### src/rtl/dtog_pkg.sv
package dtog_pkg;

    typedef enum logic [1:0] {
        XF_CTRL = 2'b00,
        XF_ISO  = 2'b01,
        XF_BULK = 2'b10,
        XF_INTR = 2'b11
    } xfer_e;

    localparam logic [7:0] PID_SEQ0 = 8'hC3;
    localparam logic [7:0] PID_SEQ1 = 8'h4B;

    typedef struct packed {
        logic is_data;
        logic seq;
    } pid_info_t;

    typedef struct packed {
        logic flip;
        logic accept;
        logic ack;
    } rx_verdict_t;

    function automatic pid_info_t decode_pid(input logic [7:0] p);
        pid_info_t r;
        r.is_data = (p == PID_SEQ0) || (p == PID_SEQ1);
        r.seq     = (p == PID_SEQ1);
        return r;
    endfunction

    function automatic logic [7:0] encode_pid(input logic seq);
        return seq ? PID_SEQ1 : PID_SEQ0;
    endfunction

    function automatic logic is_sequenced(input xfer_e k);
        return k != XF_ISO;
    endfunction

endpackage

### src/rtl/dtog_rx_check.sv
module dtog_rx_check
    import dtog_pkg::*;
(
    input  logic        active,
    input  logic [7:0]  pid,
    input  logic        good,
    input  logic        tracked,
    input  logic        cur_seq,
    output rx_verdict_t verdict
);
    pid_info_t info;

    always_comb begin
        info    = decode_pid(pid);
        verdict = '0;
        if (active && good && info.is_data) begin
            if (tracked) begin
                verdict.ack    = 1'b1;
                verdict.accept = (info.seq == cur_seq);
                verdict.flip   = (info.seq == cur_seq);
            end else begin
                verdict.accept = 1'b1;
            end
        end
    end
endmodule

### src/rtl/dtog_tx_advance.sv
module dtog_tx_advance
    import dtog_pkg::*;
(
    input  logic       active,
    input  logic       ack_ok,
    input  logic       tracked,
    input  logic       cur_seq,
    output logic       flip,
    output logic [7:0] pid_out
);
    always_comb begin
        flip    = active && ack_ok && tracked;
        pid_out = tracked ? encode_pid(cur_seq) : PID_SEQ0;
    end
endmodule

### src/rtl/dtog_state.sv
module dtog_state #(
    parameter int NUM_EP = 4,
    parameter int EP_W   = 2
) (
    input  logic              clk,
    input  logic              rst,
    input  logic [EP_W-1:0]   sel,
    input  logic              flip,
    input  logic              clr,
    output logic [NUM_EP-1:0] seq_vec,
    output logic              cur
);
    for (genvar i = 0; i < NUM_EP; i++) begin : g_ep
        logic hit;
        assign hit = (sel == EP_W'(i));
        always_ff @(posedge clk) begin
            if (rst)
                seq_vec[i] <= 1'b0;
            else if (clr && hit)
                seq_vec[i] <= 1'b0;
            else if (flip && hit)
                seq_vec[i] <= ~seq_vec[i];
        end
    end

    always_comb begin
        cur = 1'b0;
        for (int j = 0; j < NUM_EP; j++)
            if (sel == EP_W'(j))
                cur = seq_vec[j];
    end
endmodule

### src/rtl/dtog_tracker.sv
module dtog_tracker
    import dtog_pkg::*;
#(
    parameter int NUM_EP = 4,
    localparam int EP_W  = (NUM_EP > 1) ? $clog2(NUM_EP) : 1
) (
    input  logic            clk,
    input  logic            rst,
    input  logic [EP_W-1:0] ep_idx,
    input  logic [1:0]      xfer_kind,
    input  logic            is_sender,
    input  logic            rx_valid,
    input  logic [7:0]      rx_pid,
    input  logic            rx_good,
    input  logic            hs_done,
    input  logic            hs_ack_ok,
    input  logic            clr_req,
    output logic [7:0]      tx_pid,
    output logic            data_accept,
    output logic            ack_req
);
    logic              tracked;
    logic              cur_seq;
    logic [NUM_EP-1:0] seq_vec;
    logic              tx_flip;
    rx_verdict_t       rx_v;
    logic              accept_q;
    logic              ack_q;

    assign tracked = is_sequenced(xfer_e'(xfer_kind));

    dtog_rx_check u_rx (
        .active  (rx_valid && !is_sender),
        .pid     (rx_pid),
        .good    (rx_good),
        .tracked (tracked),
        .cur_seq (cur_seq),
        .verdict (rx_v)
    );

    dtog_tx_advance u_tx (
        .active  (hs_done && is_sender),
        .ack_ok  (hs_ack_ok),
        .tracked (tracked),
        .cur_seq (cur_seq),
        .flip    (tx_flip),
        .pid_out (tx_pid)
    );

    dtog_state #(.NUM_EP(NUM_EP), .EP_W(EP_W)) u_st (
        .clk     (clk),
        .rst     (rst),
        .sel     (ep_idx),
        .flip    (tx_flip || rx_v.flip),
        .clr     (clr_req),
        .seq_vec (seq_vec),
        .cur     (cur_seq)
    );

    always_ff @(posedge clk) begin
        if (rst) begin
            accept_q <= 1'b0;
            ack_q    <= 1'b0;
        end else begin
            accept_q <= rx_v.accept;
            ack_q    <= rx_v.ack;
        end
    end

    assign data_accept = accept_q;
    assign ack_req     = ack_q;
endmodule

### config.mk
export PLATFORM = sky130hd
export DESIGN_NAME = dtog_tracker
export DESIGN_NICKNAME = d
export VERILOG_FILES = /design/src/rtl/dtog_pkg.sv /design/src/rtl/dtog_rx_check.sv /design/src/rtl/dtog_tx_advance.sv /design/src/rtl/dtog_state.sv /design/src/rtl/dtog_tracker.sv
export SDC_FILE = /design/constraint.sdc
export NUM_CORES = 1
export LEC_CHECK = 0
export ABC_CLOCK_PERIOD_IN_PS = 2200
export BUFFER_PORTS_ARGS = -buffer_cell sky130_fd_sc_hd__buf_4
export CAP_MARGIN = 10
export CORE_AREA = 2 2 39 41
export CTS_BUF_LIST = sky130_fd_sc_hd__clkbuf_8
export DETAILED_ROUTE_END_ITERATION = 7
export DIE_AREA = 0 0 41 43
export PLACE_DENSITY = 0.74
export SLEW_MARGIN = 0
export SYNTH_ARGS = -nofsm -noshare
export SYNTH_HDL_FRONTEND = slang
export SYNTH_SLANG_ARGS = --single-unit
export TNS_END_PERCENT = 5
### constraint.sdc
create_clock -name clk -period 2.2 [get_ports clk]
set_clock_uncertainty 0.15 [all_clocks]
set_input_delay 0.11 -clock clk [delete_from_list [all_inputs] [get_ports clk]]
set_output_delay 0.11 -clock clk [all_outputs]
set_load 0.01 [all_outputs]
==> results of run 1 <==
-- area by class of cell --
class / instances / area share (%)
clock buffers: 3 / 5.53
repair buffers: 25 / 25.5
well taps: 16 / 2.68
inverters: 2 / 1.01
multi-input cells: 51 / 49.2
flip-flops and latches: 6 / 16.1
-- Yosys cell counts, drive strengths merged --
| cell type | number |
|---|---|
| inv | 2 |
| clkbuf | 3 |
| o41ai | 2 |
| nand3b | 2 |
| conb | 2 |
| dfxtp | 6 |
| nor2b | 2 |
| mux4 | 1 |
| nand2 | 2 |
| and4 | 1 |
| nor4 | 1 |
| nand4 | 1 |
| or3 | 1 |
| a32o | 4 |
| nor2 | 3 |
| nand2b | 4 |
| a211oi | 1 |
| nor3 | 5 |
| nor4b | 1 |
| and3 | 1 |
| buf | 6 |
| o31ai | 3 |
| xor2 | 2 |
| or3b | 1 |
| a31oi | 4 |
| nand3 | 2 |
| xnor2 | 1 |
-- per-layer routing --
layer  track usage, %  wire length, um  vias to the layer above
met5                0                0                        -
met4             14.0               39                        0
met1             17.1              466                      247
met3             7.85               77                        4
met2             28.1              643                       18
li1                 -                -                      278
-- repair_timing --
| item | CTS | global route |
|---|---|---|
| hold buffers | 1 | 0 |
| endpoints found under the hold margin | 2 | 0 |
| setup endpoints to repair | 0 | 0 |
| resized for setup | 0 | 0 |
-- where the power goes --
part	internal [W]	switching, W	leakage [nW]	total [W]
registers	0.000110	0.000000484	0.0484	0.000111
logic	0.0000393	0.0000379	0.262	0.0000772
clock network	0.000118	0.0000501	0.0216	0.000168
-- state kept, by name, indices dropped and copies added (netlist names) --
register / count
data_accept: 1
ack_req: 1
u_st.seq_vec: 4
-- worst max-delay path, cell delays in order, from the launching register on --
cell and delay, ps:
dfxtp_1 310, mux4_2 530, xor2_1 320, a31oi_1 140, a32o_1 270
-- final timing paths --
check | slack, ps | cells after the start | endpoint | startpoint
max reg2reg | 360 | 4 | u_st.seq_vec[3]$_SDFFE_PP0P_ | u_st.seq_vec[3]$_SDFFE_PP0P_
max | 360 | 4 | u_st.seq_vec[3]$_SDFFE_PP0P_ | u_st.seq_vec[3]$_SDFFE_PP0P_
min reg2reg | 360 | 1 | u_st.seq_vec[2]$_SDFFE_PP0P_ | u_st.seq_vec[2]$_SDFFE_PP0P_
min | 50 | 3 | data_accept$_SDFF_PP0_ | xfer_kind[0]
-- through the flow --
stage               area [um^2]  util (%)  setup slack, ps
floorplan                   552         -              496
detailed placement          696      50.3              379
global route                747      54.0              273
CTS                         747      54.0              373
global placement            696      50.3              407
finish                      747      54.0              361
-- kinds of logic after synthesis --
kind of cell | synth area share, %
and+or+nand+nor | 29.4
AOI/OAI and AO/OA | 24.5
buffers and inverters | 11.9
DFF | 22.4
xor gates and xnor gates | 6.30
other | 1.40
muxes | 4.20
==> summary.txt, run 1 <==
Finish
  • Fillers: 130
  • Fin nets: 109
  • Ant diodes: 0
  • Commonest non-fill, non-tap cells in the layout: buf_4 (24), conb_1 (6), dfxtp_1 (6)
  • Storage element area: 120 um^2
  • Area delta synth->final: 39.2%
  • Commonest non-fill, non-tap cell in the layout: buf_4
  • Ratio of cells with drive above 1 in the final layout: 34.5%
  • Fin cells: 103
  • Footprint of the multi-input gates: 368 um^2

Setup path
  • Critical Path Start Type: flip-flop
  • Critical Path RT: 2160 ps
  • CP Capture Type: flip-flop
  • CP Max Fanout: 4
  • Critical path class: reg -> reg
  • WP data arrival: 1800 ps

Global routing
  • Number of global-route vias before repair: 508
  • Largest net degree at the start of global routing: 12
  • Total GRT Usage: 18.0%
  • Grt total ovfl: 0
  • First-pass GRT wire length: 2020 um
  • Initial antenna violation count: 0

Route
  • Via count: 547
  • DRT Pass-1 Iters: 4
  • DRT iter0 DRCs: 15
  • Routed wire length: 1230 um
  • Routed Antenna Nets: 0
  • Post-DR wirelength/cell: 11.9 um
  • DR DRC count: 0
  • Via/cell ratio: 5.31

Floorplanning
  • Die Span X: 41 um
  • Row count: 14
  • Io pins: 30
  • Die Y-Extent: 43 um
  • Area of the core: 1380 um^2
  • Die Footprint: 1760 um^2
  • Initial Util: 38.8%

Yosys
  • Leading area contributor after synthesis: dfxtp_1
  • Sequential-to-total area share from yosys stat: 22.4%
  • Mapped Area: 537 um^2
  • Number of synthesis warnings: 0
  • Yosys reg bits: 6
  • Mean Syn Cell Area: 8.39 um^2
  • Post-synth cell types: 28
  • Gate Count Post-Synth: 64
  • Yosys top cell area share: 22.4%
  • Top area cells in the synthesized netlist: dfxtp_1 (22%), buf_4 (8.4%), a32o_1 (7.5%)

Timing
  • F_max: 544 MHz
  • RSZ-0062 raised after global routing: false
  • Final hold vios: 0
  • Final period util: 83.6%
  • Final setup TNS: 0 ps
  • Hold slack: 47.1 ps
  • Final Critical Period: 1840 ps
  • Slew headroom: 63.9%
  • Slew Limit Fails: 0
  • Setup-failing EPs final: 0
  • Worst slew pin tran: 541 ps

Clock tree
  • Setup bufs post-CTS: 0
  • Inserted Clock Buffers: 3
  • Clock root buffer: clkbuf_8
  • CTS tree: built
  • Maximum clock path buffer count: 2
  • Reg clk slew, reported paths: 40 ps
  • Worst skew pair latency: 230 ps
  • H-tree Lvls: 1
  • CTS sink count: 6

Placed design
  • Final Wtd Congestion: 0.757
  • PortBufs: 23
  • Post-DP HPWL: 948 um
  • Dpl cells: 99

Pwr
  • Tot Pwr: 0.000356 W
  • LEAKAGE: 0.332 nW
  • P per Cell Area: 476 nW/um^2
  • Worst VDD drop: 0.316 mV

Run
  • Max-cap viol count: 0

Min path
  • Path type of the worst min-delay path: in -> reg

Run status
  • Status: completed
No activity file was read; power rests on OpenSTA's default activity.
==> inputs of run 2 (changes only) <==
- ABC_CLOCK_PERIOD_IN_PS: 2200 -> 1600
- CORE_AREA: 2 2 39 41 -> not set
- CORE_UTILIZATION: not set -> 40
- DIE_AREA: 0 0 41 43 -> not set
- PLACE_DENSITY: 0.74 -> 0.76
- clock period: 2.2 -> 1.6 ns (I/O delays scaled with it)
==> summary.txt, run 2 (same netlist as run 1, synthesis figures left out) <==
Run
  • Max-cap viol count: 0 (unchanged)

Timing
  • Final Critical Period: 1830 ps (-14.1 ps)
  • Final period util: 114% (+30 points)
  • Final hold vios: 0 (unchanged)
  • F_max: 548 MHz (+0.77%)
  • RSZ-0062 raised after global routing: true
  • Setup-failing EPs final: 4 (+4)
  • Slew Limit Fails: 0 (unchanged)
  • Fin worst setup slack: -225 ps (-586 ps)
  • Final setup TNS: -884 ps (-884 ps)

Setup path
  • Worst reg2reg path startpoint: u_st.seq_vec[3]$_SDFFE_PP0P_
  • Worst Reg2Reg Path Length in Cells: 4 (unchanged)
  • R2r setup slk: -230 ps (-590 ps)
  • Critical Path RT: 1610 ps (-550 ps)
  • Critical Path Start Type: flip-flop
  • Critical path class: reg -> reg
  • WP data arrival: 1830 ps (+30 ps)
  • CP Max Fanout: 4 (unchanged)
  • CP Capture Type: flip-flop
  • Reg-to-Reg End: u_st.seq_vec[0]$_SDFFE_PP0P_

Global routing
  • Largest net degree at the start of global routing: 11 (-1)
  • Grt total ovfl: 0 (unchanged)
  • Total GRT Usage: 22.6% (+4.6 points)
  • First-pass GRT wire length: 2280 um (+13%)
  • Number of global-route vias before repair: 550 (+8.3%)
  • Initial antenna violation count: 0 (unchanged)

Floorplanning
  • Row count: 12 (-2)
  • Initial Util: 45.8% (+7.0 points)
  • Area of the core: 1170 um^2 (-15%)
  • Die Y-Extent: 38.6 um (-10%)
  • Die Span X: 38.6 um (-5.8%)
  • Io pins: 30 (unchanged)
  • Die Footprint: 1490 um^2 (-15%)

Finish
  • Max reg flops: 4 (unchanged)
  • Footprint of the multi-input gates: 375 um^2 (+2.0%)
  • Ratio of cells with drive above 1 in the final layout: 42.1% (+7.6 points)
  • Ant diodes: 0 (unchanged)
  • Fin nets: 117 (+7.3%)
  • Commonest non-fill, non-tap cell in the layout: buf_4
  • Commonest non-fill, non-tap cells in the layout: buf_4 (32), conb_1 (6), nor3_1 (5), dfxtp_1 (5)
  • Fillers: 99 (-24%)
  • Biggest register: u_st.seq_vec
  • Storage element area: 121 um^2 (+1.0%)
  • Post-layout instance area: 813 um^2 (+8.9%)
  • Area delta synth->final: 51.5%

Clock tree
  • Setup bufs post-CTS: 0 (unchanged)
  • CTS sink count: 6 (unchanged)
  • Maximum clock path buffer count: 2 (unchanged)
  • CTS tree: built
  • H-tree Lvls: 1 (unchanged)
  • Worst skew pair latency: 220 ps (about the same)
  • Inserted Clock Buffers: 3 (unchanged)
  • Reg clk slew, reported paths: 40 ps (about the same)
  • Clock root buffer: clkbuf_8

Pwr
  • P per Cell Area: 605 nW/um^2 (+27%)
  • LEAKAGE: 0.374 nW (+13%)
  • Worst VDD drop: 0.514 mV (+62%)

Route
  • Post-DR wirelength/cell: 12.2 um (+2.6%)
  • Routed Antenna Nets: 0 (unchanged)
  • DR DRC count: 0 (unchanged)
  • DRT Pass-1 Iters: 4 (unchanged)
  • DRT iter0 DRCs: 9 (-6)
  • Via/cell ratio: 5.43 (+2.3%)
  • Via count: 592 (+8.2%)
  • Routed wire length: 1330 um (+8.6%)

Placed design
  • Final Wtd Congestion: 0.800 (+5.7%)
  • Placed standard-cell area: 753 um^2 (+8.3%)
  • Post-DP HPWL: 1090 um (+15%)
  • PortBufs: 23 (unchanged)

Min path
  • Hold path depth: 3 (unchanged)
  • Min-Delay Endpoint: data_accept$_SDFF_PP0_
  • Min-delay src: xfer_kind[0]
  • Path type of the worst min-delay path: in -> reg

Run status
  • Failing checks: negative setup slack
  • Status: complete, but fails checks
## run 2: worst max-delay path by stage
stage / from / endpoint / slack [ps] / cells after the start
4_1_cts: u_st.seq_vec[3]$_SDFFE_PP0P_ / u_st.seq_vec[2]$_SDFFE_PP0P_ / -220 / 4
3_5_place_dp: u_st.seq_vec[3]$_SDFFE_PP0P_ / u_st.seq_vec[1]$_SDFFE_PP0P_ / -210 / 4
2_1_floorplan: u_st.seq_vec[3]$_SDFFE_PP0P_ / u_st.seq_vec[0]$_SDFFE_PP0P_ / -100 / 4
6_report: u_st.seq_vec[3]$_SDFFE_PP0P_ / u_st.seq_vec[0]$_SDFFE_PP0P_ / -230 / 4
3_3_place_gp: u_st.seq_vec[3]$_SDFFE_PP0P_ / u_st.seq_vec[1]$_SDFFE_PP0P_ / -190 / 4
5_1_grt: u_st.seq_vec[3]$_SDFFE_PP0P_ / u_st.seq_vec[1]$_SDFFE_PP0P_ / -290 / 4
## run 2: area by class of cell
class | instances | share of cell area (%)
flip-flops and latches | 6 | 14.9
multi-input cells | 51 | 46.2
repair buffers | 33 | 30.8
clock buffers | 3 | 5.08
well taps | 14 | 2.15
inverters | 2 | 0.923
## run 2: report_power, final
group	internal, W	switching [W]
Clock	0.000161	0.0000617
Sequential	0.000152	0.000000424
Combinational	0.0000602	0.0000567
Total	0.000373	0.000119
## run 2: repair_timing
action / 4_1_cts / 5_1_grt
endpoints found under the hold margin: 2 / 0
endpoints found under the setup margin: 4 / 5
hold buffers: 1 / 0
gates resized for setup: 0 / 2
pin swaps: 1 / 0
## run 2: stage by stage
| stage | hold WS (ps) | power, W | util [%] | instances | setup slack [ps] |
|---|---|---|---|---|---|
| after floorplan | 2.76 | 0.000219 | - | 68 | -104 |
| after global placement | 159 | 0.000264 | 64.3 | 105 | -186 |
| after detailed placement | 164 | 0.000267 | 64.3 | 105 | -213 |
| after CTS | 25.7 | 0.000497 | 68.7 | 109 | -218 |
| after global routing | 58.7 | 0.000521 | 69.4 | 109 | -286 |
| final | 24.9 | 0.000492 | 69.4 | 109 | -225 |
## run 2: per-layer routing
| layer | wire [um] | up-vias | global-route usage [%] |
|---|---|---|---|
| met5 | 0 | - | 0 |
| met1 | 571 | 276 | 26.2 |
| met2 | 672 | 21 | 38.3 |
| li1 | - | 295 | - |
| met3 | 88 | 0 | 11.0 |
| met4 | 0 | 0 | 2.59 |
## run 2: worst max-delay path: stages, from the launching register on
cell,delay [ps]
dfxtp_2,310
mux4_2,540
xnor2_2,190
o41ai_4,390
a32o_1,180
